`config.mk`:
```
export PLATFORM = sky130hd
export DESIGN_NAME = guard_wdt
export DESIGN_NICKNAME = d
export VERILOG_FILES = /design/src/rtl/wdt_pkg.sv /design/src/rtl/wdt_cmd_decode.sv /design/src/rtl/wdt_lock_ctrl.sv /design/src/rtl/wdt_count_core.sv /design/src/rtl/wdt_alarm_fsm.sv /design/src/rtl/guard_wdt.sv
export SDC_FILE = /design/constraint.sdc
export NUM_CORES = 1
export LEC_CHECK = 0
export ABC_AREA = 1
export BUFFER_PORTS_ARGS = -buffer_cell sky130_fd_sc_hd__buf_4
export CAP_MARGIN = 0
export CORE_ASPECT_RATIO = 0.8
export CORE_MARGIN = 2
export CORE_UTILIZATION = 25
export CTS_BUF_LIST = sky130_fd_sc_hd__clkbuf_8
export CTS_CLUSTER_DIAMETER = 30
export CTS_CLUSTER_SIZE = 30
export DETAILED_ROUTE_END_ITERATION = 8
export PLACE_DENSITY = 0.48
export REMOVE_ABC_BUFFERS = 1
export SKIP_CTS_REPAIR_TIMING = 1
export SKIP_LAST_GASP = 1
export SLEW_MARGIN = 40
export SYNTH_ARGS = -nofsm -noshare
export SYNTH_HDL_FRONTEND = slang
export SYNTH_SLANG_ARGS = --single-unit
```
`constraint.sdc`:
```
create_clock -name clk -period 1.7 [get_ports clk]
set_clock_uncertainty 0.05 [all_clocks]
set_input_delay 0.085 -clock clk [delete_from_list [all_inputs] [get_ports clk]]
set_output_delay 0.085 -clock clk [all_outputs]
set_load 0.005 [all_outputs]
```
`src/rtl/wdt_pkg.sv`:
```
package wdt_pkg;

    localparam logic [15:0] KEY_UNLK_A = 16'hC520;
    localparam logic [15:0] KEY_UNLK_B = 16'hD928;
    localparam logic [15:0] KEY_SVC_A  = 16'hA602;
    localparam logic [15:0] KEY_SVC_B  = 16'hB480;
    localparam logic [31:0] KEY_UNLK_W = {KEY_UNLK_B, KEY_UNLK_A};
    localparam logic [31:0] KEY_SVC_W  = {KEY_SVC_B, KEY_SVC_A};

    typedef enum logic [1:0] {
        SZ_BYTE = 2'd0,
        SZ_HALF = 2'd1,
        SZ_WORD = 2'd2
    } wsize_t;

    typedef enum logic [1:0] {
        AD_CTRL  = 2'd0,
        AD_COUNT = 2'd1,
        AD_LIMIT = 2'd2,
        AD_WIN   = 2'd3
    } waddr_t;

    typedef enum logic [1:0] {
        CMP_OFF  = 2'd0,
        CMP_USER = 2'd1,
        CMP_LOW  = 2'd2,
        CMP_HIGH = 2'd3
    } cmp_mode_t;

    typedef struct packed {
        logic      run_dbg;
        logic      run_wait;
        logic      run_stop;
        cmp_mode_t mode;
        logic      allow;
        logic      wide;
        logic      presc;
        logic      win_en;
        logic      irq_en;
        logic      en;
    } ctrl_t;

    localparam ctrl_t CTRL_RST = 11'h060;

endpackage

```
`src/rtl/wdt_cmd_decode.sv`:
```
module wdt_cmd_decode
    import wdt_pkg::*;
(
    input  logic        clk,
    input  logic        rst_n,
    input  logic        cmd_we,
    input  logic [1:0]  size,
    input  logic [31:0] data,
    input  logic        wide_mode,
    output logic        unlock_p,
    output logic        service_p,
    output logic        bad_p
);

    typedef enum logic [1:0] {
        CK_IDLE,
        CK_UNLK_HALF,
        CK_SVC_HALF
    } ck_state_t;

    ck_state_t st_q, st_d;

    always_ff @(posedge clk or negedge rst_n) begin
        if (!rst_n) st_q <= CK_IDLE;
        else        st_q <= st_d;
    end

    always_comb begin
        st_d      = st_q;
        unlock_p  = 1'b0;
        service_p = 1'b0;
        bad_p     = 1'b0;
        if (cmd_we) begin
            if (wide_mode) begin
                st_d = CK_IDLE;
                if (size != SZ_WORD)          bad_p     = 1'b1;
                else if (data == KEY_UNLK_W)  unlock_p  = 1'b1;
                else if (data == KEY_SVC_W)   service_p = 1'b1;
                else                          bad_p     = 1'b1;
            end else if (size != SZ_HALF) begin
                st_d  = CK_IDLE;
                bad_p = 1'b1;
            end else begin
                unique case (st_q)
                    CK_IDLE: begin
                        if (data[15:0] == KEY_UNLK_A)     st_d  = CK_UNLK_HALF;
                        else if (data[15:0] == KEY_SVC_A) st_d  = CK_SVC_HALF;
                        else                              bad_p = 1'b1;
                    end
                    CK_UNLK_HALF: begin
                        st_d = CK_IDLE;
                        if (data[15:0] == KEY_UNLK_B) unlock_p = 1'b1;
                        else                          bad_p    = 1'b1;
                    end
                    CK_SVC_HALF: begin
                        st_d = CK_IDLE;
                        if (data[15:0] == KEY_SVC_B) service_p = 1'b1;
                        else                         bad_p     = 1'b1;
                    end
                    default: st_d = CK_IDLE;
                endcase
            end
        end
    end

    AST_ONE_PULSE: assert property (@(posedge clk) disable iff (!rst_n)
        $countones({unlock_p, service_p, bad_p}) <= 1);
    AST_HALF_RETURNS: assert property (@(posedge clk) disable iff (!rst_n)
        (st_q != CK_IDLE && cmd_we) |=> st_q == CK_IDLE);

endmodule

```
`src/rtl/wdt_lock_ctrl.sv`:
```
module wdt_lock_ctrl #(
    parameter int OPEN_CLKS = 128
) (
    input  logic clk,
    input  logic rst_n,
    input  logic unlock_p,
    input  logic allow,
    output logic cfg_open,
    output logic reconf_ok
);

    localparam int TW = $clog2(OPEN_CLKS + 1);
    localparam logic [TW-1:0] T_LOAD = TW'(OPEN_CLKS);
    localparam logic [TW-1:0] T_ONE  = TW'(1);

    typedef enum logic [1:0] {
        LK_OPEN,
        LK_SHUT,
        LK_FROZEN
    } lk_state_t;

    lk_state_t      st_q, st_d;
    logic [TW-1:0]  tmr_q, tmr_d;
    logic           ok_q, ok_d;

    always_ff @(posedge clk or negedge rst_n) begin
        if (!rst_n) begin
            st_q  <= LK_OPEN;
            tmr_q <= T_LOAD;
            ok_q  <= 1'b0;
        end else begin
            st_q  <= st_d;
            tmr_q <= tmr_d;
            ok_q  <= ok_d;
        end
    end

    always_comb begin
        st_d  = st_q;
        tmr_d = tmr_q;
        ok_d  = ok_q;
        unique case (st_q)
            LK_OPEN: begin
                if (tmr_q == T_ONE) begin
                    st_d = allow ? LK_SHUT : LK_FROZEN;
                    ok_d = 1'b1;
                end else begin
                    tmr_d = tmr_q - T_ONE;
                end
            end
            LK_SHUT: begin
                if (unlock_p && allow) begin
                    st_d  = LK_OPEN;
                    tmr_d = T_LOAD;
                    ok_d  = 1'b0;
                end
            end
            LK_FROZEN: st_d = LK_FROZEN;
            default:   st_d = LK_FROZEN;
        endcase
    end

    always_comb begin
        cfg_open  = (st_q == LK_OPEN);
        reconf_ok = ok_q;
    end

    AST_FROZEN_HOLD: assert property (@(posedge clk) disable iff (!rst_n)
        st_q == LK_FROZEN |=> st_q == LK_FROZEN);
    AST_OPEN_TIMER: assert property (@(posedge clk) disable iff (!rst_n)
        st_q == LK_OPEN |-> (tmr_q != '0 && tmr_q <= T_LOAD));

endmodule

```
`src/rtl/wdt_count_core.sv`:
```
module wdt_count_core
    import wdt_pkg::*;
#(
    parameter int CNT_W = 16,
    parameter int PRE_W = 8
) (
    input  logic             clk,
    input  logic             rst_n,
    input  logic             run,
    input  logic             presc_en,
    input  logic             clear,
    input  cmp_mode_t        mode,
    input  logic [CNT_W-1:0] limit,
    output logic [CNT_W-1:0] cnt,
    output logic             hit
);

    localparam int HW = CNT_W / 2;
    localparam logic [PRE_W-1:0] PRE_MAX = '1;

    logic [CNT_W-1:0] cnt_q;
    logic [PRE_W-1:0] pre_q;
    logic             tick;

    always_comb begin
        unique case (mode)
            CMP_LOW:  hit = (cnt_q[HW-1:0] == limit[HW-1:0]);
            CMP_HIGH: hit = (cnt_q[CNT_W-1:HW] == limit[CNT_W-1:HW]);
            default:  hit = (cnt_q == limit);
        endcase
        tick = !presc_en || (pre_q == PRE_MAX);
        cnt  = cnt_q;
    end

    always_ff @(posedge clk or negedge rst_n) begin
        if (!rst_n) begin
            cnt_q <= '0;
            pre_q <= '0;
        end else if (clear) begin
            cnt_q <= '0;
            pre_q <= '0;
        end else if (run && !hit) begin
            pre_q <= pre_q + 1'b1;
            if (tick) cnt_q <= cnt_q + 1'b1;
        end
    end

    AST_HOLD_GATED: assert property (@(posedge clk) disable iff (!rst_n)
        (!run && !clear) |=> $stable(cnt_q));
    AST_HOLD_AT_HIT: assert property (@(posedge clk) disable iff (!rst_n)
        (hit && !clear) |=> $stable(cnt_q));

endmodule

```
`src/rtl/wdt_alarm_fsm.sv`:
```
module wdt_alarm_fsm #(
    parameter int DELAY = 128
) (
    input  logic clk,
    input  logic rst_n,
    input  logic fault_ev,
    input  logic bad_p,
    input  logic irq_en,
    output logic set_flag,
    output logic rst_req
);

    localparam int DW = $clog2(DELAY);
    localparam logic [DW-1:0] D_LAST = DW'(DELAY - 1);

    typedef enum logic [1:0] {
        AL_WATCH,
        AL_NOTIFY,
        AL_RESET
    } al_state_t;

    al_state_t     st_q, st_d;
    logic [DW-1:0] dly_q, dly_d;

    always_ff @(posedge clk or negedge rst_n) begin
        if (!rst_n) begin
            st_q  <= AL_WATCH;
            dly_q <= '0;
        end else begin
            st_q  <= st_d;
            dly_q <= dly_d;
        end
    end

    always_comb begin
        st_d     = st_q;
        dly_d    = dly_q;
        set_flag = 1'b0;
        unique case (st_q)
            AL_WATCH: begin
                if (bad_p) begin
                    st_d = AL_RESET;
                end else if (fault_ev) begin
                    if (irq_en) begin
                        st_d     = AL_NOTIFY;
                        dly_d    = '0;
                        set_flag = 1'b1;
                    end else begin
                        st_d = AL_RESET;
                    end
                end
            end
            AL_NOTIFY: begin
                if (bad_p || dly_q == D_LAST) st_d  = AL_RESET;
                else                          dly_d = dly_q + 1'b1;
            end
            AL_RESET: st_d = AL_RESET;
            default:  st_d = AL_RESET;
        endcase
    end

    always_comb rst_req = (st_q == AL_RESET);

    AST_RST_STICKY: assert property (@(posedge clk) disable iff (!rst_n)
        rst_req |=> rst_req);
    AST_DELAY_BOUND: assert property (@(posedge clk) disable iff (!rst_n)
        st_q == AL_NOTIFY |-> dly_q <= D_LAST);
    AST_BAD_IMMEDIATE: assert property (@(posedge clk) disable iff (!rst_n)
        bad_p |=> rst_req);

endmodule

```
`src/rtl/guard_wdt.sv`:
```
module guard_wdt
    import wdt_pkg::*;
#(
    parameter int CNT_W     = 16,
    parameter int PRE_W     = 8,
    parameter int OPEN_CLKS = 128,
    parameter int IRQ_DELAY = 128
) (
    input  logic        clk,
    input  logic        rst_n,
    input  logic [1:0]  bus_addr,
    input  logic        wr_en,
    input  logic [1:0]  wr_size,
    input  logic [31:0] wr_data,
    output logic [31:0] rd_data,
    input  logic        lp_stop,
    input  logic        lp_wait,
    input  logic        dbg_halt,
    output logic        irq,
    output logic        rst_req
);

    localparam int CW = $bits(ctrl_t);
    localparam int FLAG_BIT = 12;

    ctrl_t            ctrl_q;
    logic [CNT_W-1:0] limit_q, win_q, cnt;
    logic             flag_q;
    logic             cfg_open, reconf_ok;
    logic             unlock_p, service_p, bad_p;
    logic             hit, run, fault_ev, win_viol, set_flag;
    logic             we_ctrl, we_cmd, we_limit, we_win;
    logic [1:0]       lane;

    always_comb begin
        we_ctrl  = wr_en && (bus_addr == AD_CTRL);
        we_cmd   = wr_en && (bus_addr == AD_COUNT);
        we_limit = wr_en && (bus_addr == AD_LIMIT) && cfg_open;
        we_win   = wr_en && (bus_addr == AD_WIN) && cfg_open;
        lane     = (wr_size == SZ_BYTE) ? 2'b01 : 2'b11;
        run      = ctrl_q.en
                 && !(lp_stop  && !ctrl_q.run_stop)
                 && !(lp_wait  && !ctrl_q.run_wait)
                 && !(dbg_halt && !ctrl_q.run_dbg);
        win_viol = service_p && ctrl_q.en && ctrl_q.win_en && (cnt < win_q);
        fault_ev = (run && hit) || win_viol;
        irq      = flag_q && ctrl_q.irq_en;
    end

    always_ff @(posedge clk or negedge rst_n) begin
        if (!rst_n) begin
            ctrl_q  <= CTRL_RST;
            limit_q <= '1;
            win_q   <= '0;
        end else begin
            if (we_ctrl && cfg_open) begin
                if (lane[0]) ctrl_q[7:0]    <= wr_data[7:0];
                if (lane[1]) ctrl_q[CW-1:8] <= wr_data[CW-1:8];
            end
            if (we_limit) begin
                if (lane[0]) limit_q[7:0]       <= wr_data[7:0];
                if (lane[1]) limit_q[CNT_W-1:8] <= wr_data[CNT_W-1:8];
            end
            if (we_win) begin
                if (lane[0]) win_q[7:0]       <= wr_data[7:0];
                if (lane[1]) win_q[CNT_W-1:8] <= wr_data[CNT_W-1:8];
            end
        end
    end

    always_ff @(posedge clk or negedge rst_n) begin
        if (!rst_n)                                          flag_q <= 1'b0;
        else if (set_flag)                                   flag_q <= 1'b1;
        else if (we_ctrl && lane[1] && wr_data[FLAG_BIT])    flag_q <= 1'b0;
    end

    always_comb begin
        rd_data = '0;
        unique case (bus_addr)
            AD_CTRL:  rd_data = {17'b0, reconf_ok, cfg_open, flag_q, 1'b0, ctrl_q};
            AD_COUNT: rd_data = 32'(cnt);
            AD_LIMIT: rd_data = 32'(limit_q);
            AD_WIN:   rd_data = 32'(win_q);
            default:  rd_data = '0;
        endcase
    end

    wdt_cmd_decode u_cmd (
        .clk       (clk),
        .rst_n     (rst_n),
        .cmd_we    (we_cmd),
        .size      (wr_size),
        .data      (wr_data),
        .wide_mode (ctrl_q.wide),
        .unlock_p  (unlock_p),
        .service_p (service_p),
        .bad_p     (bad_p)
    );

    wdt_lock_ctrl #(.OPEN_CLKS(OPEN_CLKS)) u_lock (
        .clk       (clk),
        .rst_n     (rst_n),
        .unlock_p  (unlock_p),
        .allow     (ctrl_q.allow),
        .cfg_open  (cfg_open),
        .reconf_ok (reconf_ok)
    );

    wdt_count_core #(.CNT_W(CNT_W), .PRE_W(PRE_W)) u_cnt (
        .clk      (clk),
        .rst_n    (rst_n),
        .run      (run),
        .presc_en (ctrl_q.presc),
        .clear    (service_p),
        .mode     (ctrl_q.mode),
        .limit    (limit_q),
        .cnt      (cnt),
        .hit      (hit)
    );

    wdt_alarm_fsm #(.DELAY(IRQ_DELAY)) u_alarm (
        .clk      (clk),
        .rst_n    (rst_n),
        .fault_ev (fault_ev),
        .bad_p    (bad_p),
        .irq_en   (ctrl_q.irq_en),
        .set_flag (set_flag),
        .rst_req  (rst_req)
    );

    AST_LOCKED_LIMIT: assert property (@(posedge clk) disable iff (!rst_n)
        (wr_en && bus_addr == AD_LIMIT && !cfg_open) |=> $stable(limit_q));
    AST_LOCKED_CTRL: assert property (@(posedge clk) disable iff (!rst_n)
        (!cfg_open) |=> $stable(ctrl_q));
    AST_SERVICE_CLEARS: assert property (@(posedge clk) disable iff (!rst_n)
        service_p |=> cnt == '0);

endmodule

```
# --- After elaboration in Yosys (flattened, before gate mapping) ---
# Index checks and enable logic that the tools add are counted.
classes:
  addsub: 4
  order_cmp: 1
  eq_ne: 34
  muxes: 65
  n_reduce_logical: 56
op_table:
  columns: ["operator", "n"]
  rows:
  - ["case mux 32 bit (4 select lines)", 1]
  - ["equality test 16 bit (second input constant)", 4]
  - ["equality test 32 bit (second input constant)", 2]
  - ["2-to-1 mux 16 bit", 3]
  - ["2-to-1 mux 1 bit", 33]
  - ["2-to-1 mux 8 bit", 4]
  - ["2-to-1 mux 7 bit", 4]
  - ["2-to-1 mux 2 bit", 13]
  - ["logical AND 1 bit", 22]
  - ["AND reduction 2 bit", 10]
  - ["adder 16 x 1 -> 16 bit (second input constant)", 1]
  - ["equality test 16 bit", 1]
  - ["equality test 8 bit", 2]
  - ["less-than comparator 16 bit", 1]
  - ["case mux 8 bit (2 select lines)", 1]
  - ["case mux 7 bit (2 select lines)", 1]
  - ["equality test 2 bit (second input constant)", 6]
  - ["inequality test 2 bit (second input constant)", 6]
  - ["logical NOT 2 bit", 5]
  - ["nonzero test 2 bit", 5]
  - ["adder 8 x 1 -> 8 bit (second input constant)", 1]
  - ["equality test 2 x 1 -> 1 bit (second input constant)", 4]
  - ["equality test 8 x 1 -> 1 bit (second input constant)", 1]
  - ["equality test 8 bit (second input constant)", 1]
  - ["13 further kinds", 28]
word_totals:
  ff_bits: 90
  in_bits: 42
  output_inout_bits: 34
  wordCells: 183

# --- Logic depth before layout (Yosys ltp) ---
# Gate-level depths: netlist of run 1.
depth:
  depth_word: 14
  ltp_mapped: 14
  mapped_depth_nobuf: 14

# --- Cells and area by module ---
# A second synthesis of run 1 with hierarchy kept.
unflattened:
  hier_cells: 923
  area_unflattened_um2: 6409.9
modules_own_cells:
  columns: ["mod", "instances", "cells_each", "area_per_inst_um2"]
  rows:
  - ["guard_wdt", 1, 336, 2653.8]
  - ["wdt_count_core", 1, 271, 1831.8]
  - ["wdt_lock_ctrl", 1, 93, 703.2]
  - ["wdt_cmd_decode", 1, 148, 669.4]
  - ["wdt_alarm_fsm", 1, 75, 551.8]

# --- Worst setup path before layout of run 1 ---
# OpenSTA, ideal clock, no wires.
synth_path:
  path_kind: "reg-to-reg"
  from: "register u_cnt.cnt_q[15] (netlist: u_cnt.cnt[15])"
  to: "register u_alarm.dly_q[0]"
  setup_ns: 0.118
  arrival_ns: 1.615
  required_time_ns: 1.532
  path_slack_ns: -0.083
  path_stages_with_launch: 10
  synth_period_minus_slack_ns: 1.783
  path_cell_list: "dfrtp_1 > ha_1 > a211oi_1 > nand3_1 > nor2_1 > nand4_2 > nand3_4 > nand3_4 > nand2_1 > nand2_1"
synth_between:
  elab_chain_cells: 6
synth_rtl:
  columns: ["item", "line_no", "source"]
  rows:
  - ["start, declared", "wdt_count_core.sv:21", "logic [CNT_W-1:0] cnt_q;"]
  - ["start signal, assigned", "wdt_count_core.sv:44", "if (tick) cnt_q <= cnt_q + 1'b1;"]
  - ["parallel branches: the longest is 3 deep, another holds less-than comparator 16 bit", null, null]
  - ["logical OR 1 bit (*)", "guard_wdt.sv:46", "fault_ev = (run && hit) || win_viol;"]
  - ["inequality test 2 bit (no line) (*)", null, null]
  - ["AND reduction 5 bit (no line) (*)", null, null]
  - ["end signal, assigned", "wdt_alarm_fsm.sv:31", "dly_q <= dly_d;"]
  - ["end, declared", "wdt_alarm_fsm.sv:23", "logic [DW-1:0] dly_q, dly_d;"]
# Mark *: on every way between the ends.
# A chain may end at the register's enable or synchronous reset.

# --- Final worst setup path of run 1 ---
layout_path:
  from: "register u_cnt.cnt_q[15] (netlist: u_cnt.cnt[15])"
  to: "register u_cnt.cnt_q[11] (netlist: u_cnt.cnt[11])"
layout_between:
  elab_chain_cells: 6
layout_rtl:
  columns: ["item", "line_no", "source"]
  rows:
  - ["equality test 16 bit / equality test 8 bit (equally long branches)", "wdt_count_core.sv:29, wdt_count_core.sv:28", null]
  - ["case mux 1 bit (2 select lines) (*)", "wdt_count_core.sv:26", "unique case (mode)"]
  - ["logical NOT 1 bit (*)", "wdt_count_core.sv:42", "end else if (run && !hit) begin"]
  - ["logical AND 1 bit (*)", "wdt_count_core.sv:42", null]
  - ["nonzero test 2 bit (no line) (*)", null, null]
  - ["AND reduction 2 bit (no line) (*)", null, null]
# Mark *: on every way between the ends. The rest lies on a longest branch, timed or not.

==> metrics.txt, run 1 <==
status=finished, violations left; failing checks=setup timing; largest cells by area after synthesis=dfrtp_1, nand2_1, dfstp_2; minimum clock period=1940 ps; total power=0.00650 W; Hold Path Class=input port to register; Worst setup EP type=register; vias=6092; crit path max fanout=7; post-synth top area cell=dfrtp_1; part of the Yosys area used for sequential elements=37.5%; Sw Share=35.4%; crit path launch type=register; CP max stage cell=dfrtp_1; CTS tree=built; H-tree depth=3; die area=0.0256 mm²; Worst path top cell family by delay=simple AND/OR/NAND/NOR gates; final net count=1125; Final HPWL DP=15.7 mm; Setup WS post-layout=-235 ps; row count=50; Main synth FF type=dfrtp_1; vias per std cell=4.41; Synth-to-Final Area Change=45.4%; total global-route track usage=15.8%; Post-Layout Cell Count=1380; RSZ-0062 raised after global routing=yes; first-pass GRT wire length=30.8 mm; CP Data Required Time=1920 ps; Slew Viols, Final=0; clock tree buffer depth=2; worst vdd ir=0.000395 V; Slowest Stage Delay on Critical Path=430 ps; Die H=143 µm; most frequent cell after synthesis=nand2_1; Max Cap Viol=0; DRT iter0 DRCs=363; post-synthesis cell area=0.00607 mm²; Reg area=0.00228 mm²; number of fill cells=2509; Leakage=4.17 nW; Util after Layout=37.3%; I/O Buffers=59; Syn Inst Count=832; FMAX=517 MHz; Avg WL per Cell=14.9 µm; core area=0.0236 mm²; Sink Count=90; Worst-Skew Late Latency=390 ps; drt drc=0; CTS root buffer=clkbuf_8; Die X=178 µm; share of layout cells above drive strength 1=37.0%; initial antenna violation count=0; Int Power=0.00420 W; syn_area_per_cell=7.30 µm²; Post-synth EDFFs=0; Worst Path Buf+Inv=2; final WL=20.5 mm; total gr overflow=0; diode count=0; register bit total from synthesis=90; Psw=0.00230 W; vias in the first global route=5541; combinational share of power=37.1%; Inserted Clock Buffers=9; post-route setup TNS=-6060 ps; top cell type's share of synthesized area=29.3%; crit-path cells=buf_4 > xnor2_1 > nand3_1 > nor2_1 > nand2_1 > nand2_2 > nand2_2 > nand2_4 > inv_6 > nand2_8 > nand2_4 > nand3b_1 > o21ai_1; Crit Path Category=register to register; sequential share of power=39.5%; clk slew on worst S/H paths=90 ps; multi-input logic area=0.00359 mm²; initial core utilization=25.7%; Setup violations, final=34; I/O Pins=76; Final Cycle Share=114%; YS warnings=0; first-pass iteration count of the detailed router=4; Synth cell types=49; Final Hold Viols=0; Critical Path AT=2160 ps; P per Cell Area=736 mW/mm²; gpl congestion=0.849; FFs w/ async S/R, synth=100%; Placed Cells=1341; Clk pwr share=23.5%; commonest cells in the netlist=nand2_1, inv_1, nor2_1; antenna viol nets, final=0; largest net degree at the start of global routing=34
through the flow:
| step | setup slack, ps | hold WS [ps] | cell area [µm²] |
|---|---|---|---|
| 3_5_place_dp | -266 | -6.64 | 8000 |
| 4_1_cts | -290 | -431 | 8200 |
| 3_3_place_gp | -259 | -5.54 | 8000 |
| 6_report | -235 | 7.86 | 8830 |
| 2_1_floorplan | -82.7 | -261 | 5930 |
| 5_1_grt | -360 | 9.13 | 8830 |
layout by cell type (no fill, tap or decap), types with 7 or more instances in the layout:
cell type / count
nand3b_1: 16
nor3_1: 13
conb_1: 16
nand3_2: 8
o21ai_2: 18
nand3_1: 35
nand2_2: 22
buf_12: 8
o21ai_1: 22
inv_1: 106
buf_4: 208
dfstp_2: 19
buf_6: 12
dfrtp_1: 64
a21oi_2: 10
o2111ai_1: 8
nor2_2: 7
nor2_1: 67
clkbuf_8: 9
nand2_1: 191
inv_2: 19
nand4_1: 18
dfrtp_2: 7
xor2_1: 16
o21ai_0: 47
a21oi_1: 13
ha_1: 13
final timing paths:
check | start | endpoint | slack, ps | cells past startpoint
worst min register to register | u_alarm.dly_q[3]$_DFFE_PN0P_ | u_alarm.dly_q[3]$_DFFE_PN0P_ | 430 | 2
worst min-delay path | wr_data[6] | ctrl_q[6]$_DFFE_PN1P_ | 8 | 4
worst max-delay path | u_cnt.cnt[15]$_DFFE_PN0P_ | u_cnt.cnt[11]$_DFFE_PN0P_ | -240 | 13
max in group asynchronous | rst_n | limit_q[2]$_DFFE_PN1P_ | 870 | 3
min in group asynchronous | rst_n | u_cnt.cnt[8]$_DFFE_PN0P_ | 120 | 2
worst max register to register | u_cnt.cnt[15]$_DFFE_PN0P_ | u_cnt.cnt[11]$_DFFE_PN0P_ | -240 | 13
state kept, by name, summed over array words and instances (netlist names):
register / flops
limit_q: 16
u_cnt.cnt: 16
win_q: 16
ctrl_q: 11
u_cnt.pre_q: 8
u_lock.tmr_q: 8
u_alarm.dly_q: 7
u_alarm.st_q: 2
u_cmd.st_q: 2
u_lock.st_q: 2
flag_q: 1
u_lock.reconf_ok: 1
routing by layer:
| metal | up-vias | share of wire [%] | GRT usage (%) |
|---|---|---|---|
| met3 | 24 | 4.9 | 2.99 |
| met1 | 2819 | 53 | 24.9 |
| met4 | 0 | 1.6 | 3.34 |
| met5 | - | 0 | 0 |
| met2 | 129 | 41 | 21.8 |
| li1 | 3120 | - | - |
worst reg2reg max path, delay by kind of cell, from the launching register on:
| family | cells | cell delay [ps] |
|---|---|---|
| AND/OR/NAND/NOR | 9 | 920 |
| buffers and inverters | 2 | 220 |
| flip-flops | 1 | 430 |
| AO/OA/AOI/OAI | 1 | 70 |
| XOR/XNOR | 1 | 130 |
kinds of logic (layout without fill, tap and decap cells):
kind of cell,after synthesis,after routing,share of synthesized area (%)
flops,90,90,37.5
simple gates,412,414,31.2
other cells,1,16,0.0617
compound gates,131,131,12.5
fa+ha+maj,20,20,4.12
buf+inv,154,373,11.1
xor+xnor,24,24,3.46
layout make-up:
| class | count | area share (%) |
|---|---|---|
| clock inverter | 7 | 0.808 |
| tap | 312 | 4.42 |
| inverter | 125 | 5.37 |
| clock buffer | 9 | 1.40 |
| sequential | 90 | 25.9 |
| timing repair buffer | 232 | 21.5 |
| multi-input combinational | 605 | 40.6 |
power by group through the flow:
stage | Clock, W | Combinational, W | Sequential (W)
2_1_floorplan | 0 | 0.000958 | 0.00256
3_3_place_gp | 0 | 0.00210 | 0.00258
3_5_place_dp | 0 | 0.00209 | 0.00257
4_1_cts | 0.00159 | 0.00210 | 0.00253
5_1_grt | 0.00166 | 0.00267 | 0.00260
6_report | 0.00153 | 0.00241 | 0.00257
(Power assumes the default switching activity.)
==> run 2, diff against run 1 <==
==> constraint.sdc (replaced) <==
create_clock -name clk -period 1.7 [get_ports clk]
set_clock_uncertainty 0.05 [all_clocks]
set_input_delay 0.085 -clock clk [delete_from_list [all_inputs] [get_ports clk]]
set_output_delay 0.085 -clock clk [all_outputs]
set_load 0.01 [all_outputs]
==> metrics.txt, run 2 (synthesized netlist as in run 1, its figures left out) <==
Final Cycle Share=114%; final net count=1126; antenna viol nets, final=0; row count=50; number of fill cells=2506; Sw Share=35.8%; Final Hold Viols=0; most frequent cells in the layout=buf_4, nand2_1, inv_1; share of layout cells above drive strength 1=37.0%; Setup violations, final=34; I/O Buffers=59; total global-route track usage=15.8%; Die H=143 µm; first-pass GRT wire length=30.8 mm; Slew Viols, Final=0; combinational share of power=37.3%; Worst-Skew Late Latency=390 ps; FMAX=516 MHz; CTS root buffer=clkbuf_8; DRT iter0 DRCs=331; diode count=0; Psw=0.00234 W; first-pass iteration count of the detailed router=5; clock tree buffer depth=2; Avg WL per Cell=14.9 µm; Leakage=4.17 nW; crit path max fanout=8; core area=0.0236 mm²; worst reg2reg setup slack=-240 ps; Clk pwr share=23.5%; status=finished, violations left; P per Cell Area=740 mW/mm²; initial core utilization=25.7%; initial antenna violation count=0; gpl congestion=0.849; crit path launch type=register; Critical Path AT=2170 ps; sequential share of power=39.2%; Final Instance Area=0.00885 mm²; vias in the first global route=5541; CP Data Required Time=1940 ps; I/O Pins=76; total gr overflow=0; Inserted Clock Buffers=9; Synth-to-Final Area Change=45.7%; H-tree depth=3; Max Cap Viol=0; clk slew on worst S/H paths=100 ps; largest net degree at the start of global routing=34; Crit Path Category=register to register; Hold WS=13.1 ps; die area=0.0256 mm²; worst vdd ir=0.000395 V; Int Power=0.00421 W; failing checks=setup timing; vias=6106; final WL=20.6 mm; Worst setup EP type=register; CTS tree=built; Setup WS post-layout=-238 ps; Hold Path Class=input port to register; Sink Count=90; Die X=178 µm; RSZ-0062 raised after global routing=yes; Placed Area=0.00800 mm²; drt drc=0; minimum clock period=1940 ps; most common library cell in the layout ignoring fill and taps=buf_4; vias per std cell=4.42; Final HPWL DP=15.7 mm
-- run 2: cell types whose count changed in the layout (fill, tap and decap cells not counted) --
cell	before	now
buf_6	12	14
a21oi_1	13	14
a21oi_2	10	9
buf_4	208	207
o21ai_0	47	48
o21ai_1	22	21
o21ai_2	18	17
o21ai_4	0	1
-- run 2: worst max-delay path, cell delays in order, from the launching register on --
cell and delay [ps]:
dfrtp_1 460, ha_4 250, a21oi_2 120, nor2_1 60, nor3_2 170, nand2_2 90
nand2_2 100, nand4_4 120, nand3_4 130, nand3_4 140, nand2_1 100, nand2_1 50
-- run 2: power by group through the flow --
stage / Combinational, W / Clock (W) / Sequential (W)
detailed placement: 0.00212 / 0 / 0.00257
global route: 0.00270 / 0.00166 / 0.00259
global placement: 0.00213 / 0 / 0.00258
CTS: 0.00213 / 0.00159 / 0.00253
floorplan: 0.000984 / 0 / 0.00256
finish: 0.00244 / 0.00154 / 0.00257
-- run 2: path summary, 6_finish.rpt --
path | start | end | cells past startpoint
worst max-delay path | u_cnt.cnt[5]$_DFFE_PN0P_ | u_alarm.dly_q[6]$_DFFE_PN0P_ | 11
worst min-delay path | wr_data[6] | win_q[6]$_DFFE_PN0P_ | 4
worst max register to register | u_cnt.cnt[5]$_DFFE_PN0P_ | u_alarm.dly_q[6]$_DFFE_PN0P_ | 11
worst min register to register | u_alarm.dly_q[3]$_DFFE_PN0P_ | u_alarm.dly_q[3]$_DFFE_PN0P_ | 2
max in group asynchronous | rst_n | u_lock.tmr_q[7]$_DFFE_PN1P_ | 3
min in group asynchronous | rst_n | u_cnt.cnt[8]$_DFFE_PN0P_ | 2
-- run 2: cell type report --
type,instances,area [µm²],share of cell area (%)
tap,312,390,4.41
timing repair buffer,233,1910,21.6
clock inverter,7,71.3,0.806
sequential,90,2280,25.8
inverter,125,474,5.36
multi-input combinational,605,3590,40.6
clock buffer,9,124,1.40
-- run 2: stage by stage --
stage / cells / util (%) / setup TNS (ps) / setup WS [ps] / total power (W)
final: 1381 / 37.4 / -5910 / -238 / 0.00655
after detailed placement: 1341 / 33.8 / -6470 / -266 / 0.00469
after floorplan: 818 / - / -578 / -82.7 / 0.00354
after global placement: 1341 / 33.8 / -6470 / -259 / 0.00470
after CTS: 1357 / 34.7 / -6850 / -290 / 0.00625
after global routing: 1381 / 37.4 / -10390 / -361 / 0.00696
-- run 2: per-layer routing --
layer | global-route usage, % | share of wire, %
met1 | 24.9 | 53
met2 | 21.8 | 41
met3 | 2.99 | 4.6
met4 | 3.34 | 1.4
met5 | 0 | 0
